$ cat src/rtl/np_pkg.sv
// Package np_pkg: shared nibble-mode type and the decode of the 2-bit
// mode field. Assumes the encoding 00 in, 01 out, 10 address, 11 in.
package np_pkg;
    typedef enum logic [1:0] {
        NM_IN   = 2'b00,
        NM_OUT  = 2'b01,
        NM_ADDR = 2'b10
    } nib_mode_t;

    function automatic nib_mode_t decode_mode(input logic [1:0] code);
        case (code)
            2'b01:   return NM_OUT;
            2'b10:   return NM_ADDR;
            default: return NM_IN;
        endcase
    endfunction
endpackage

$ cat src/rtl/np_mode_reg.sv
// np_mode_reg: holds per-nibble modes, drive type, handshake enable and
// the extended-timing flag. The strap picks the reset values. A write
// with handshake on copies the upper direction onto the lower nibble.
module np_mode_reg
    import np_pkg::*;
(
    input  logic      clk,
    input  logic      rst_n,
    input  logic      strap_romless,
    input  logic      wr,
    input  logic [7:0] wdata,
    output nib_mode_t mode_lo,
    output nib_mode_t mode_hi,
    output logic      open_drain,
    output logic      hs_en,
    output logic      ext_tmg
);
    nib_mode_t new_hi;
    nib_mode_t new_lo;

    // Decode the incoming fields and apply the handshake direction rule.
    always_comb begin
        new_hi = decode_mode(wdata[3:2]);
        new_lo = decode_mode(wdata[1:0]);
        if (wdata[5] && new_hi != NM_ADDR) begin
            new_lo = new_hi;
        end
    end

    // Register the configuration; the reset values depend on the strap.
    always_ff @(posedge clk) begin
        if (!rst_n) begin
            mode_lo    <= strap_romless ? NM_ADDR : NM_IN;
            mode_hi    <= strap_romless ? NM_ADDR : NM_IN;
            ext_tmg    <= strap_romless;
            open_drain <= 1'b0;
            hs_en      <= 1'b0;
        end else if (wr) begin
            mode_lo    <= new_lo;
            mode_hi    <= new_hi;
            ext_tmg    <= wdata[6];
            open_drain <= wdata[4];
            hs_en      <= wdata[5];
        end
    end

    assert_hs_dir_match_R8: assert property (@(posedge clk) disable iff (!rst_n)
        (hs_en && mode_hi != NM_ADDR) |-> (mode_lo == mode_hi));

    assert_reset_personality_R1: assert property (@(posedge clk) disable iff (!rst_n)
        $past(!rst_n) |-> (ext_tmg == $past(strap_romless)));
endmodule

$ cat src/rtl/np_nibble_drv.sv
// np_nibble_drv: combinational pad driver for one nibble. Picks the
// data or address source, and applies open-drain drive and bus float.
// Assumes the enables are sampled by pad logic outside this block.
module np_nibble_drv
    import np_pkg::*;
#(
    parameter int NIB_W = 4
) (
    input  nib_mode_t          mode,
    input  logic               open_drain,
    input  logic               bus_float,
    input  logic [NIB_W-1:0]   data,
    input  logic [NIB_W-1:0]   addr,
    output logic [NIB_W-1:0]   out,
    output logic [NIB_W-1:0]   oe
);
    // Select the output value and enable for the current nibble mode.
    always_comb begin
        out = '0;
        oe  = '0;
        case (mode)
            NM_OUT: begin
                if (open_drain) begin
                    out = '0;
                    oe  = ~data;
                end else begin
                    out = data;
                    oe  = '1;
                end
            end
            NM_ADDR: begin
                out = addr;
                oe  = bus_float ? '0 : '1;
            end
            default: begin
                out = '0;
                oe  = '0;
            end
        endcase
    end
endmodule

$ cat src/rtl/np_handshake.sv
// np_handshake: two-wire strobe engine. In output direction a data write
// pulls ready low until ack has been seen low then high. In input
// direction the pins are captured when ack falls. Assumes hs_ack is
// already synchronous to clk.
module np_handshake #(
    parameter int PORT_W = 8
) (
    input  logic              clk,
    input  logic              rst_n,
    input  logic              active,
    input  logic              dir_out,
    input  logic              data_wr,
    input  logic              ack,
    input  logic [PORT_W-1:0] pins,
    output logic              ready,
    output logic [PORT_W-1:0] cap
);
    logic ack_q;
    logic ack_seen_low;
    logic load;
    logic ack_fall;

    assign load     = active && dir_out && data_wr;
    assign ack_fall = ack_q && !ack;

    // Delay ack by one clock for edge detection.
    always_ff @(posedge clk) begin
        if (!rst_n) ack_q <= 1'b1;
        else        ack_q <= ack;
    end

    // Output-direction ready strobe and acknowledge tracking.
    always_ff @(posedge clk) begin
        if (!rst_n) begin
            ready        <= 1'b1;
            ack_seen_low <= 1'b0;
        end else if (!(active && dir_out)) begin
            ready        <= 1'b1;
            ack_seen_low <= 1'b0;
        end else if (load) begin
            ready        <= 1'b0;
            ack_seen_low <= 1'b0;
        end else if (!ready) begin
            if (!ack)              ack_seen_low <= 1'b1;
            else if (ack_seen_low) ready        <= 1'b1;
        end
    end

    // Input-direction capture on the falling acknowledge.
    always_ff @(posedge clk) begin
        if (!rst_n)                               cap <= '0;
        else if (active && !dir_out && ack_fall)  cap <= pins;
    end

    assert_rdy_fall_on_write_R9: assert property (@(posedge clk) disable iff (!rst_n)
        $fell(ready) |-> $past(load));

    assert_rdy_rise_needs_ack_R9: assert property (@(posedge clk) disable iff (!rst_n)
        ($rose(ready) && $past(active && dir_out)) |-> $past(ack));

    assert_rdy_high_input_R10: assert property (@(posedge clk) disable iff (!rst_n)
        (active && !dir_out && $past(active && !dir_out)) |-> ready);
endmodule

$ cat src/rtl/nibble_port.sv
// nibble_port: 8-bit port with per-nibble input/output/address modes,
// global open-drain option, bus float for address nibbles and an
// optional two-strobe handshake. Register writes land on the next edge.
module nibble_port
    import np_pkg::*;
#(
    parameter int NIB_W = 4
) (
    input  logic                 clk,
    input  logic                 rst_n,
    input  logic                 strap_romless,
    input  logic                 wr_en,
    input  logic                 wr_sel,
    input  logic [2*NIB_W-1:0]   wr_data,
    output logic [2*NIB_W-1:0]   rd_data,
    input  logic [2*NIB_W-1:0]   addr_hi,
    input  logic                 bus_float,
    input  logic [2*NIB_W-1:0]   pin_in,
    output logic [2*NIB_W-1:0]   pin_out,
    output logic [2*NIB_W-1:0]   pin_oe,
    input  logic                 hs_ack,
    output logic                 hs_ready,
    output logic                 ext_timing
);
    localparam int PORT_W = 2 * NIB_W;
    localparam int NIBS   = 2;

    nib_mode_t           modes [NIBS];
    logic                open_drain;
    logic                hs_en;
    logic [PORT_W-1:0]   data_q;
    logic [PORT_W-1:0]   cap;
    logic                hs_active;
    logic                hs_dir_out;
    logic                data_wr;

    assign data_wr    = wr_en && !wr_sel;
    assign hs_active  = hs_en && (modes[1] != NM_ADDR);
    assign hs_dir_out = (modes[1] == NM_OUT);

    np_mode_reg u_mode (
        .clk           (clk),
        .rst_n         (rst_n),
        .strap_romless (strap_romless),
        .wr            (wr_en && wr_sel),
        .wdata         (wr_data),
        .mode_lo       (modes[0]),
        .mode_hi       (modes[1]),
        .open_drain    (open_drain),
        .hs_en         (hs_en),
        .ext_tmg       (ext_timing)
    );

    // Output data register.
    always_ff @(posedge clk) begin
        if (!rst_n)       data_q <= '0;
        else if (data_wr) data_q <= wr_data;
    end

    np_handshake #(.PORT_W(PORT_W)) u_hs (
        .clk     (clk),
        .rst_n   (rst_n),
        .active  (hs_active),
        .dir_out (hs_dir_out),
        .data_wr (data_wr),
        .ack     (hs_ack),
        .pins    (pin_in),
        .ready   (hs_ready),
        .cap     (cap)
    );

    for (genvar g = 0; g < NIBS; g++) begin : g_nib
        np_nibble_drv #(.NIB_W(NIB_W)) u_drv (
            .mode       (modes[g]),
            .open_drain (open_drain),
            .bus_float  (bus_float),
            .data       (data_q[g*NIB_W +: NIB_W]),
            .addr       (addr_hi[g*NIB_W +: NIB_W]),
            .out        (pin_out[g*NIB_W +: NIB_W]),
            .oe         (pin_oe[g*NIB_W +: NIB_W])
        );

        // Readback per nibble: captured, latched or live pin value.
        always_comb begin
            if (hs_active && !hs_dir_out)
                rd_data[g*NIB_W +: NIB_W] = cap[g*NIB_W +: NIB_W];
            else if (modes[g] == NM_OUT)
                rd_data[g*NIB_W +: NIB_W] = data_q[g*NIB_W +: NIB_W];
            else
                rd_data[g*NIB_W +: NIB_W] = pin_in[g*NIB_W +: NIB_W];
        end

        assert_float_hiz_R5: assert property (@(posedge clk) disable iff (!rst_n)
            (bus_float && modes[g] == NM_ADDR) |-> (pin_oe[g*NIB_W +: NIB_W] == '0));

        assert_od_no_high_R6: assert property (@(posedge clk) disable iff (!rst_n)
            (open_drain && modes[g] == NM_OUT)
                |-> ((pin_out[g*NIB_W +: NIB_W] & pin_oe[g*NIB_W +: NIB_W]) == '0));
    end
endmodule

$ cat config.mk
export PLATFORM = sky130hd
export DESIGN_NAME = nibble_port
export DESIGN_NICKNAME = d
export VERILOG_FILES = /design/src/rtl/np_pkg.sv /design/src/rtl/np_mode_reg.sv /design/src/rtl/np_nibble_drv.sv /design/src/rtl/np_handshake.sv /design/src/rtl/nibble_port.sv
export SDC_FILE = /design/constraint.sdc
export NUM_CORES = 1
export LEC_CHECK = 0
export ABC_AREA = 1
export BUFFER_PORTS_ARGS = -buffer_cell sky130_fd_sc_hd__buf_2
export CELL_PAD_IN_SITES_DETAIL_PLACEMENT = 1
export CELL_PAD_IN_SITES_GLOBAL_PLACEMENT = 1
export CORE_ASPECT_RATIO = 1.5
export CORE_UTILIZATION = 33
export CTS_CLUSTER_DIAMETER = 100
export DETAILED_ROUTE_END_ITERATION = 12
export GPL_TIMING_DRIVEN = 0
export PLACE_DENSITY_LB_ADDON = 0.2
export SYNTH_ARGS = -nofsm -noshare
export SYNTH_HDL_FRONTEND = slang
export SYNTH_SLANG_ARGS = --single-unit
$ cat constraint.sdc
create_clock -name clk -period 2.03 [get_ports clk]
set_clock_uncertainty 0.2 [all_clocks]
set_input_delay 0.1015 -clock clk [delete_from_list [all_inputs] [get_ports clk]]
set_output_delay 0.1015 -clock clk [all_outputs]
set_load 0.01 [all_outputs]
After elaboration in Yosys (flattened, before gate mapping)
Cells that the tools add are included.
- equality and inequality tests: 11
- bitwise logic cells: 6
- mux-type cells: 27
- reduce and logical (&&, ||, !) cells: 15
- operators with widths (kind ; count):
    $mux 4 ; 9
    $pmux 4 s2 ; 4
    $mux 2 ; 6
    $logic_and 1x1->1 ; 9
    $eq 2x1->1 const B ; 4
    $eq 2x2->1 const B ; 4
    $not 4->4 ; 2
    $pmux 2 s2 ; 2
    $mux 1 ; 6
    $ne 2x2->1 const B ; 2
    $not 1->1 ; 4
    $reduce_and 2->1 ; 2
    $logic_not 1->1 ; 3
    $reduce_or 3->1 ; 1
    $ne 2x1->1 const B ; 1
- output and inout port bits: 26
- register bits after elaboration: 26
- word-level logic and storage cells: 69

Longest topological paths before layout
- depth in word-level cells: 7
- depth in mapped cells: 9

Hierarchy
From an unflattened synthesis, not the netlist that was laid out.
- cells, all modules: 260
- area, all modules: 1695.4 µm²
- modules (own cells, without submodules) (module ; cells an instance ; instances ; area each (µm²)):
    nibble_port ; 96 ; 1 ; 576.8
    np_handshake ; 65 ; 1 ; 476.7
    np_nibble_drv ; 33 ; 2 ; 162.7
    np_mode_reg ; 33 ; 1 ; 316.6

Worst setup path before layout
Ideal clock, no wire load.
- path type: flip-flop to flip-flop
- start point: register u_mode.mode_hi[1]
- end point: register u_hs.cap[5]
- period minus slack after synthesis: 1555 ps
- stages on the path, launching flop included: 9
- slack: 475 ps
- data arrival time: 1243 ps
- path buffers: 1
- data required time: 1717 ps
- cells stage by stage: edfxtp_1 -> ha_1 -> inv_1 -> nand2_2 -> nor2_4 -> buf_4 -> nand3_1 -> nand2_1 -> nor2_1
- cells in the longest elaborated chain, start to end: 4
- elaborated cells on any way between the ends: 6
- ends and longest elaborated chain (item ; RTL line ; text):
    from (decl) ; np_mode_reg.sv:13 ; output nib_mode_t mode_hi,
    from (signal assigned) ; np_mode_reg.sv:34 ; mode_hi <= strap_romless ? NM_ADDR : NM_IN;
    from (signal assigned) ; np_mode_reg.sv:40 ; mode_hi <= new_hi;
    $ne 2x2->1 or $eq 2x1->1 (tied branches) ; nibble_port.sv:38, nibble_port.sv:39 ;
    $logic_and 1x1->1 or $logic_not 1->1 (tied branches) ; nibble_port.sv:38, np_handshake.sv:52 ;
    $logic_and 1x1->1 (*) (2 in series) ; np_handshake.sv:52 ; else if (active && !dir_out && ack_fall) cap <= pins;
    to (signal assigned) ; np_handshake.sv:52 ;
    to (decl) ; np_handshake.sv:16 ; output logic [PORT_W-1:0] cap
Every way passes the cells marked *; elsewhere a longest branch is shown, timed or not.
A chain may end at the register's enable or synchronous reset.

Worst setup path after layout
- start point: register u_mode.mode_hi[1]
- end point: output rd_data[1]
- cells in the longest elaborated chain, start to end: 4
- elaborated cells on any way between the ends: 6
- ends and longest elaborated chain (item ; RTL line ; text):
    $ne 2x2->1 or $eq 2x1->1 (tied branches) ; nibble_port.sv:38, nibble_port.sv:39 ;
    $logic_and 1x1->1 or $logic_not 1->1 (tied branches) ; nibble_port.sv:38, nibble_port.sv:85 ;
    $logic_and 1x1->1 (*) ; nibble_port.sv:85 ; if (hs_active && !hs_dir_out)
    $mux 4 (*) ; nibble_port.sv:85 ;
    to (decl) ; nibble_port.sv:15 ; output logic [2*NIB_W-1:0] rd_data,
Marks and branches as above.

==> flow_metrics.env <==
export IMPL_outcome="finished, violations left"
export IMPL_vdd_drop_max_uv=351
export IMPL_synthesis_instances=237
export IMPL_multiInputGateArea_um2=847
export IMPL_rows=29
export IMPL_ys_warn_count=0
export IMPL_worst_rel_slew_slack_pct=75.1
export IMPL_tightest_slew_ns=0.374
export IMPL_track_usage_pct=21.8
export IMPL_grt_overflow=0
export IMPL_async_flop_share_pct=0
export IMPL_leakagePower_nw=1.10
export IMPL_boundaryPins=57
export IMPL_rrSetupSlack_ns=0.30
export IMPL_power_density_nw_per_um2=635
export IMPL_avgRoutedWirePerCell_um=13.4
export IMPL_post_place_ws_ns=0.160
export IMPL_first_iter_violations=30
export IMPL_power_internal_mw=0.998
export IMPL_ys_dominant_reg_cell="dfxtp_1"
export IMPL_num_vias=1863
export IMPL_die_h_um=85.3
export IMPL_largest_net_degree_at_the_start_of_global_routing=16
export IMPL_cpMaxStageDelayCell="edfxtp_1"
export IMPL_route_final_wire_length_mm=4.99
export IMPL_count_of_distinct_cell_types_in_the_synthesized_netlist=21
export IMPL_cts_sink_count=26
export IMPL_timing_max_cap_violations=0
export IMPL_grt_pass1_wl_mm=8.39
export IMPL_netlist_top_cells_area="dfxtp_1 (28%), nand2_1 (17%), edfxtp_1 (9.8%)"
export IMPL_ys_top_cells_by_count="nand2_1 (71), nor2_1 (34), nand3_1 (24)"
export IMPL_postSynthNetCount=273
export IMPL_final_min_period_over_clock_period_pct=96.4
export IMPL_groute_layer_met3_usage_pct=2.59
export IMPL_grt_pass1_vias=1900
export IMPL_core_um2=4320
export IMPL_most_repeated_cell_in_the_gate_level_netlist_after_synthesis="nand2_1"
export IMPL_path_clk_slew_ns=0.10
export IMPL_cts_buffers=3
export IMPL_final_hold_violation_count=0
export IMPL_timing_final_max_slew_violations=0
export IMPL_grt_most_used_layer="met2"
export IMPL_met2_usage_pct=41.1
export IMPL_hpwl_mm=3.67
export IMPL_net_switching_share_of_the_total_power_pct=29.8
export IMPL_worstSetupPathType="flop to output pin"
export IMPL_synth_edff_count=5
export IMPL_setup_viol_count_final=0
export IMPL_grt_setup_unrepaired="yes"
export IMPL_setup_slack_ns=0.0734
export IMPL_die_area_um2=4900
export IMPL_syn_avg_cell_area_um2=6.44
export IMPL_global_route_usage_met1_pct=24.2
export IMPL_clock_insertion_delay_at_the_later_pin_of_the_skew_report_ns=0.28
export IMPL_worst_path_most_repeated_cell="nand2_1"
export IMPL_fp_dieW_um=57.5
export IMPL_yosysTopAreaCellShare_pct=27.6
export IMPL_timing_critical_path_arrival_ns=1.66
export IMPL_antenna_violating_nets_post_route=0
export IMPL_layout_nets=363
export IMPL_synth_area_leader_cell="dfxtp_1"
export IMPL_worst_path_largest_cell_delay_ns=0.44
export IMPL_drt_vias_per_instance=5.01
export IMPL_cts_htree_levels=1
export IMPL_period_minus_slack_ns=1.96
export IMPL_clock_power_share_pct=30.8
export IMPL_failed_checks="DRC"
export IMPL_initial_core_util_pct=35.3
export IMPL_finalWeightedCongestion=0.790
export IMPL_timing_critical_path_fanout_max=6
export IMPL_drt_drc_violations_left=7
export IMPL_antenna_violations_before_repair=0
export IMPL_combined_flip_flop_and_latch_cell_area_um2=571
export IMPL_synth_yosys_seq_area_share_pct=37.4
export IMPL_comb_power_share_pct=28.3
export IMPL_worst_setup_path_end_kind="output pin"
export IMPL_cts_tree="built"
export IMPL_total_switching_power_mw=0.423
export IMPL_cts_path_max_buffers=2
export IMPL_post_synthesis_cell_area_um2=1530
export IMPL_place_port_buffers=56
export IMPL_hold_path_class="input port to flop"
export IMPL_antenna_diode_count=0
export IMPL_filler_cell_count=606
export IMPL_final_layout_size_suffix_gt1_share_pct=25.2
export IMPL_area_overhead_vs_synth_pct=46.8
export IMPL_critical_path_cell_chain="ha_2 > inv_2 > nand2_4 > nor2_4 > buf_4 > nand2_1 > nand2_1 > buf_2"
export IMPL_synth_seq_cells=26
export IMPL_hold_worst_slack_ns=0.0551
export IMPL_firstDrtPassIters=8
export IMPL_timing_fmax_ghz=0.511
export IMPL_cp_data_required_time_ns=1.73
export IMPL_clk_root_buffer_cell="clkbuf_8"
export IMPL_kind_of_launch_point_of_the_worst_setup_path="flop"
export IMPL_power_sequential_fraction_pct=40.9
per-layer routing:
metal  wire length (um)  vias to the layer above
met1               2080                      872
li1                   -                      935
met3                156                       11
met5                  0                        -
met2               2630                       45
met4                121                        0
cells by family (layout without fill, tap and decap cells):
group,Yosys count,in the layout,share of synthesized area [%]
AOI/OAI and AO/OA,38,38,12.6
DFF,26,26,37.4
and+or+nand+nor,136,136,37.3
buffers and inverters,32,121,8.53
adders and majority gates,5,5,4.10
worst max-delay path: cells and delay by family (launching register included):
family	cells	cell delay (ns)
flops	1	0.44
simple gates	4	0.34
fa+ha+maj	1	0.22
buf+inv	3	0.37
layout make-up:
class | instances | share of cell area (%)
clock buffer | 3 | 1.84
timing repair buffer | 85 | 24.7
multi-input combinational | 179 | 37.8
inverter | 23 | 3.86
buffer | 9 | 2.35
tap | 46 | 2.57
clock inverter | 1 | 1.34
sequential | 26 | 25.5
sequential cells by signal, summed over array words and instances, names as in the netlist:
| name | flops |
|---|---|
| u_mode.hs_en | 1 |
| u_hs.ack_q | 1 |
| u_hs.ready | 1 |
| u_mode.mode_lo | 2 |
| u_hs.cap | 8 |
| u_mode.mode_hi | 2 |
| u_mode.ext_tmg | 1 |
| u_hs.ack_seen_low | 1 |
| u_mode.open_drain | 1 |
| data_q | 8 |
timing repair:
action / 4_1_cts / 5_1_grt
resized for setup: 3 / 8
hold buffers: 22 / 0
setup buffers: 1 / 5
cloned: 0 / 1
hold endpoints to repair: 25 / 0
endpoints found under the setup margin: 14 / 22
pin swaps: 1 / 0
power by group through the flow:
stage | Sequential [mW] | Combinational (mW) | Clock (mW)
after floorplan | 0.586 | 0.208 | 0
after global placement | 0.592 | 0.334 | 0
after detailed placement | 0.594 | 0.340 | 0
after CTS | 0.582 | 0.379 | 0.446
after global routing | 0.585 | 0.451 | 0.464
final | 0.581 | 0.403 | 0.438
metrics by stage:
step / power [mW] / setup TNS [ns] / cell area (um2) / util, % / instances
2_1_floorplan: 0.794 / 0 / 1530 / - / 237
6_report: 1.42 / 0 / 2240 / 51.8 / 372
3_3_place_gp: 0.927 / 0 / 1860 / 43.1 / 339
3_5_place_dp: 0.933 / 0 / 1860 / 43.1 / 339
5_1_grt: 1.50 / -0.101 / 2240 / 51.8 / 372
4_1_cts: 1.41 / -0.000680 / 2170 / 50.2 / 366
cell usage in the layout, fill, tap and decap left out, drive strengths merged:
master	synthesis	final
nand3	25	25
dlygate4sd3	0	22
a21oi	21	21
clkbuf	1	5
nor2	36	36
nand4	1	1
bufinv	0	1
clkinv	1	1
ha	5	5
nand2	72	72
buf	8	70
nor3	2	2
edfxtp	5	5
dfxtp	21	21
inv	22	22
o21ai	16	16
o31ai	1	1
path summary, 6_finish.rpt:
| kind | from | depth (start not counted) | endpoint |
|---|---|---|---|
| min reg2reg | u_hs.cap[6] | 2 | u_hs.cap[6] |
| max reg2reg | u_mode.mode_hi[1] | 9 | u_hs.cap[5] |
| min | wr_data[3] | 4 | u_mode.mode_hi[0] |
| max | u_mode.mode_hi[1] | 8 | rd_data[1] |
(Power assumes the default switching activity.)
